## src/rtl/alarm_pkg.sv

```systemverilog
package alarm_pkg;
    localparam int FW = 8;   // width of one time field byte
    localparam int NF = 3;   // seconds, minutes, hours

    typedef enum logic [1:0] {
        F_SEC = 2'd0,
        F_MIN = 2'd1,
        F_HR  = 2'd2
    } field_e;

    typedef logic [FW-1:0] fbyte_t;

    typedef struct packed {
        fbyte_t hr;
        fbyte_t min;
        fbyte_t sec;
    } tod_t;

    // both top bits set marks a don't-care alarm byte
    function automatic logic is_wild(input fbyte_t b);
        return &b[FW-1:FW-2];
    endfunction

    function automatic fbyte_t pick(input tod_t t, input int idx);
        case (idx)
            0:       return t.sec;
            1:       return t.min;
            default: return t.hr;
        endcase
    endfunction
endpackage

```

## src/rtl/alarm_field_cmp.sv

```systemverilog
module alarm_field_cmp
    import alarm_pkg::*;
(
    input  fbyte_t cur_i,
    input  fbyte_t alm_i,
    output logic   hit_o
);
    logic wild;
    logic same;

    always_comb begin
        wild  = is_wild(alm_i);
        same  = (cur_i == alm_i);
        hit_o = wild | same;
    end
endmodule

```

## src/rtl/alarm_flag_reg.sv

```systemverilog
module alarm_flag_reg (
    input  logic clk,
    input  logic rst,
    input  logic set_i,
    input  logic clr_i,
    output logic flag_o
);
    // a new match wins over a clear on the same edge
    always_ff @(posedge clk) begin
        if (rst)
            flag_o <= 1'b0;
        else if (set_i)
            flag_o <= 1'b1;
        else if (clr_i)
            flag_o <= 1'b0;
    end
endmodule

```

## src/rtl/alarm_match_unit.sv

```systemverilog
module alarm_match_unit
    import alarm_pkg::*;
#(
    parameter int FIELD_W = alarm_pkg::FW
) (
    input  logic               clk,
    input  logic               rst,
    input  logic               upd_done_i,
    input  logic               alm_en_i,
    input  logic               flag_rd_i,
    input  logic [FIELD_W-1:0] cur_sec_i,
    input  logic [FIELD_W-1:0] cur_min_i,
    input  logic [FIELD_W-1:0] cur_hr_i,
    input  logic [FIELD_W-1:0] alm_sec_i,
    input  logic [FIELD_W-1:0] alm_min_i,
    input  logic [FIELD_W-1:0] alm_hr_i,
    output logic               alm_flag_o,
    output logic               alm_irq_o
);
    tod_t          now_t;
    tod_t          tgt_t;
    logic [NF-1:0] hit;
    logic          all_hit;
    logic          set_ev;

    always_comb begin
        now_t = '{hr: cur_hr_i, min: cur_min_i, sec: cur_sec_i};
        tgt_t = '{hr: alm_hr_i, min: alm_min_i, sec: alm_sec_i};
    end

    for (genvar g = 0; g < NF; g++) begin : g_field
        alarm_field_cmp u_cmp (
            .cur_i (pick(now_t, g)),
            .alm_i (pick(tgt_t, g)),
            .hit_o (hit[g])
        );
    end

    always_comb begin
        all_hit = &hit;
        set_ev  = upd_done_i & all_hit;
    end

    alarm_flag_reg u_flag (
        .clk    (clk),
        .rst    (rst),
        .set_i  (set_ev),
        .clr_i  (flag_rd_i),
        .flag_o (alm_flag_o)
    );

    assign alm_irq_o = alm_flag_o & alm_en_i;
endmodule

```

## config.mk

```make
export PLATFORM = sky130hd
export DESIGN_NAME = alarm_match_unit
export DESIGN_NICKNAME = d
export VERILOG_FILES = /design/src/rtl/alarm_pkg.sv /design/src/rtl/alarm_field_cmp.sv /design/src/rtl/alarm_flag_reg.sv /design/src/rtl/alarm_match_unit.sv
export SDC_FILE = /design/constraint.sdc
export NUM_CORES = 1
export LEC_CHECK = 0
export BUFFER_PORTS_ARGS = -buffer_cell sky130_fd_sc_hd__buf_2
export CAP_MARGIN = 20
export CORE_AREA = 2 2 39 41
export CTS_CLUSTER_DIAMETER = 60
export DETAILED_ROUTE_END_ITERATION = 6
export DIE_AREA = 0 0 41 43
export PLACE_DENSITY_LB_ADDON = 0.2
export SLEW_MARGIN = 20
export SYNTH_ARGS = -nofsm -noshare
export SYNTH_HDL_FRONTEND = slang
export SYNTH_SLANG_ARGS = --single-unit
```

## constraint.sdc

```tcl
create_clock -name clk -period 2.8 [get_ports clk]
set_clock_uncertainty 0.15 [all_clocks]
set_input_delay 0.14 -clock clk [delete_from_list [all_inputs] [get_ports clk]]
set_output_delay 0.14 -clock clk [all_outputs]
set_load 0.05 [all_outputs]
```

---- Word level (Yosys, flattened, before mapping) ----
Cells that the tools add are included.
operators by class
  reductions and logical operators ........ 5
  equal/unequal tests ..................... 3
  bitwise gates (word level) .............. 5
  multiplexer cells ....................... 2
operators with widths
  cell                count
  $eq A8 B8 Y1        3
  $reduce_and A2 Y1   3
  $or A1 B1 Y1        3
  $reduce_and A3 Y1   1
  $and A1 B1 Y1       2
  $mux W1             2
  $reduce_bool A2 Y1  1
word-level totals
  output and inout bits ................... 2
  logic and storage cells ................. 16
  register bits ........................... 1
  input port bits ......................... 53

---- Depth between registers and ports, before layout ----
  word-level depth ........................ 5
  gate-level depth with buffers ........... 5
  mapped depth without buffers ............ 5

---- By module ----
Synthesis repeated with hierarchy kept, for this count alone.
unflattened totals
  cell total of the unflattened synthesis .. 42
  area total of the unflattened synthesis .. 327.8 um2
modules (own cells, without submodules)
  module            instances  sequential area each (um2)  cells each  area each (um2)
  alarm_field_cmp   3          0.0                         12          91.3
  alarm_flag_reg    1          20.0                        4           38.8
  alarm_match_unit  1          0.0                         2           15.0

---- Least setup slack after synthesis ----
No wires, ideal clock.
  path type ............................... reg-to-output
  start point ............................. reg u_flag.flag_o
  end point ............................... out alm_irq_o
  slack ................................... 1.381 ns
  cell stages (with the launch flop) ...... 2
  required time ........................... 2.510 ns
  arrival time ............................ 1.129 ns
  cell sequence ........................... dfxtp_1 > and2_1
on the way
  word-level cells in the longest chain between the ends .. 1
RTL lines
  element                 line                    source
  from (decl)             alarm_flag_reg.sv:6     output logic flag_o
  from (signal assigned)  alarm_flag_reg.sv:11    flag_o <= 1'b0;
  from (signal assigned)  alarm_flag_reg.sv:13    flag_o <= 1'b1;
  from (signal assigned)  alarm_flag_reg.sv:15    flag_o <= 1'b0;
  $and A1 B1 Y1           alarm_match_unit.sv:52  assign alm_irq_o = alm_flag_o & alm_en_i;
  to (decl)               alarm_match_unit.sv:18  output logic alm_irq_o
Every way passes these cells.

---- Worst setup path after layout ----
  start point ............................. in alm_hr_i[7]
  end point ............................... reg u_flag.flag_o
on the way
  word-level cells in the longest chain between the ends .. 5
RTL lines
  element                                            line                                    source
  from (decl)                                        alarm_match_unit.sv:16                  input logic [FIELD_W-1:0] alm_hr_i,
  $eq A8 B8 Y1 or $reduce_and A2 Y1 (tied branches)  alarm_field_cmp.sv:13, alarm_pkg.sv:21
  $or A1 B1 Y1 *                                     alarm_field_cmp.sv:14                   hit_o = wild | same;
  $reduce_and A3 Y1 *                                alarm_match_unit.sv:40                  all_hit = &hit;
  $and A1 B1 Y1 *                                    alarm_match_unit.sv:41                  set_ev = upd_done_i & all_hit;
  $mux W1 or $reduce_bool A2 Y1 (tied branches)      n/a
Mark *: on every way between the ends. The rest lies on a longest branch, timed or not.
A chain may end at the register's enable or synchronous reset.

==> results.json <==
{
  "status": "finished clean",
  "gp_congestion": 0.606,
  "p_per_area_nw_per_um2": 149,
  "regMostFlops": "u_flag.flag_o",
  "fin_tns_setup_ps": 0,
  "setup_viol": 0,
  "avgSynthCellArea_um2": 8.04,
  "cts.clk_slew.worst_paths_ps": 0,
  "cp.required_ps": 2590,
  "syn_inst": 40,
  "hold_class": "input pin to flip-flop",
  "hold_viol": 0,
  "slew_violations": 0,
  "diodes": 0,
  "largest_reg_flops": 1,
  "max_cap_violations": 0,
  "placed_cells": 110,
  "routed_wl_um": 935,
  "worstHoldStart": "rst",
  "start_util_pct": 23.2,
  "timing.fmax_mhz": 709,
  "layout_commonest_cell": "buf_2",
  "wl_per_cell_um": 8.50,
  "die_width_um": 41,
  "reg.largest.list": "u_flag.flag_o: 1 flops",
  "io_pins": 55,
  "ys_warn_count": 0,
  "post_cts_buffers": 0,
  "crit_path_end_kind": "flip-flop",
  "postCtsHoldBufs": 0,
  "yosysUniqueCellTypes": 12,
  "vias": 455,
  "synth.net_count": 93,
  "holdPathStages": 3,
  "reg2reg_to": "u_flag.flag_o",
  "drc": 0,
  "grt_usage_pct": 11.2,
  "grt_max_degree": 4,
  "drtIter0Drc": 1,
  "final_cells": 110,
  "worstSetupStartpointType": "input pin",
  "r2r_cells": 1,
  "rows": 14,
  "die-area_um2": 1760,
  "numPortBuffers": 54,
  "overflow": 0,
  "min_to": "u_flag.flag_o",
  "fin_crit_sh_pct": 50.4,
  "critPathKind": "input pin to flip-flop",
  "ir_drop_uv": 74.4,
  "avgViaCountPerCell": 4.14,
  "mostFrequentLayoutCells": "buf_2, xnor2_1, xor2_1",
  "synth-seq-cells": 1,
  "slew_headroom_pct": 81.6,
  "reg2reg_slack_ps": 2010,
  "core_area_um2": 1380,
  "grt_pass1_wl_um": 1480,
  "crit_path_max_fanout": 2,
  "cts_resized": 0,
  "timing.rr.start": "u_flag.flag_o",
  "antenna_found_initial": 0,
  "drive_gt1_share_pct": 58.5,
  "p_leak_uw": 0.000317,
  "drtPass1Iterations": 4,
  "synth_seq_area_share_pct": 6.23,
  "final_nets": 149,
  "die_y_um": 43,
  "postRouteAntennaNets": 0,
  "arrival_ps": 1200,
  "grt_pass1_vias": 447,
  "syn-cell-area_um2": 322,
  "hold_ws_ps": 321,
  "grt_setup_unrepaired": "false",
  "worstSkewPairLatency_ps": 0,
  "worst_pin_slew_ps": 274,
  "layout_min_cycle_time_ps": 1410,
  "syn_to_final_growth_pct": 90.3
}
[Yosys cell counts]
cell / number / share of area, %
xnor2_1: 16 / 44
xor2_1: 8 / 22
nand4_1: 4 / 7.8
nand2_1: 2 / 2.3
nor4_1: 2 / 3.9
o21ai_0: 2 / 3.1
a22oi_1: 1 / 2.3
a32o_2: 1 / 3.5
and2_1: 1 / 1.9
dfxtp_1: 1 / 6.2
nor2_1: 1 / 1.2
nor3b_1: 1 / 2.3
[worst max-delay path: stages]
cell     delay, ps
buf_2          110
xor2_1         150
nor4_1         310
a22oi_1        110
nor3b_1        190
a32o_2         180
[cells by family (layout without fill, tap and decap cells)]
kind of cell / count (synthesis) / in the layout / share of synthesized area [%]
xor+xnor: 24 / 24 / 65.4
buf+inv: 0 / 54 / 0
compound gates: 4 / 4 / 8.95
simple gates: 11 / 11 / 19.5
flops: 1 / 1 / 6.23
[metrics by stage]
step	instance area [um2]	setup WS, ps	util (%)	total power (uW)
floorplan	322	1380	-	47.5
global placement	612	1360	44.2	90.8
detailed placement	612	1340	44.2	92.1
CTS	612	1340	44.2	92.5
global route	612	1190	44.2	101
finish	612	1390	44.2	91.1
[per-layer routing]
metal,track usage (%),part of all wire [%],vias up
li1,-,-,248
met1,11.7,34,185
met2,23.1,57,22
met3,0.524,9.5,0
met4,0,0,0
met5,0,0,-
[final cells by class]
class / count / area [um2]
Sequential cell: 1 / 20.0
Timing Repair Buffer: 54 / 270
Multi-Input combinational cell: 39 / 302
Fill cell: 155 / 772
Tap cell: 16 / 20.0
[where the power goes]
part | internal [uW] | switching [uW] | total, uW
logic | 48.5 | 28.0 | 76.5
clock network | 0 | 0 | 0
registers | 14.6 | 0.0495 | 14.7
total | 63.1 | 28.0 | 91.1
[worst max path at each step]
| stage | cells past startpoint | start | slack, ps | end |
|---|---|---|---|---|
| 6_report | 6 | alm_hr_i[7] | 1390 | u_flag.flag_o |
| 5_1_grt | 6 | alm_hr_i[7] | 1190 | u_flag.flag_o |
| 4_1_cts | 6 | alm_hr_i[7] | 1340 | u_flag.flag_o |
| 3_5_place_dp | 6 | alm_hr_i[7] | 1340 | u_flag.flag_o |
| 3_3_place_gp | 6 | alm_hr_i[7] | 1360 | u_flag.flag_o |
| 2_1_floorplan | 1 | u_flag.flag_o | 1380 | alm_irq_o |
No activity file was read; power rests on OpenSTA's default activity.
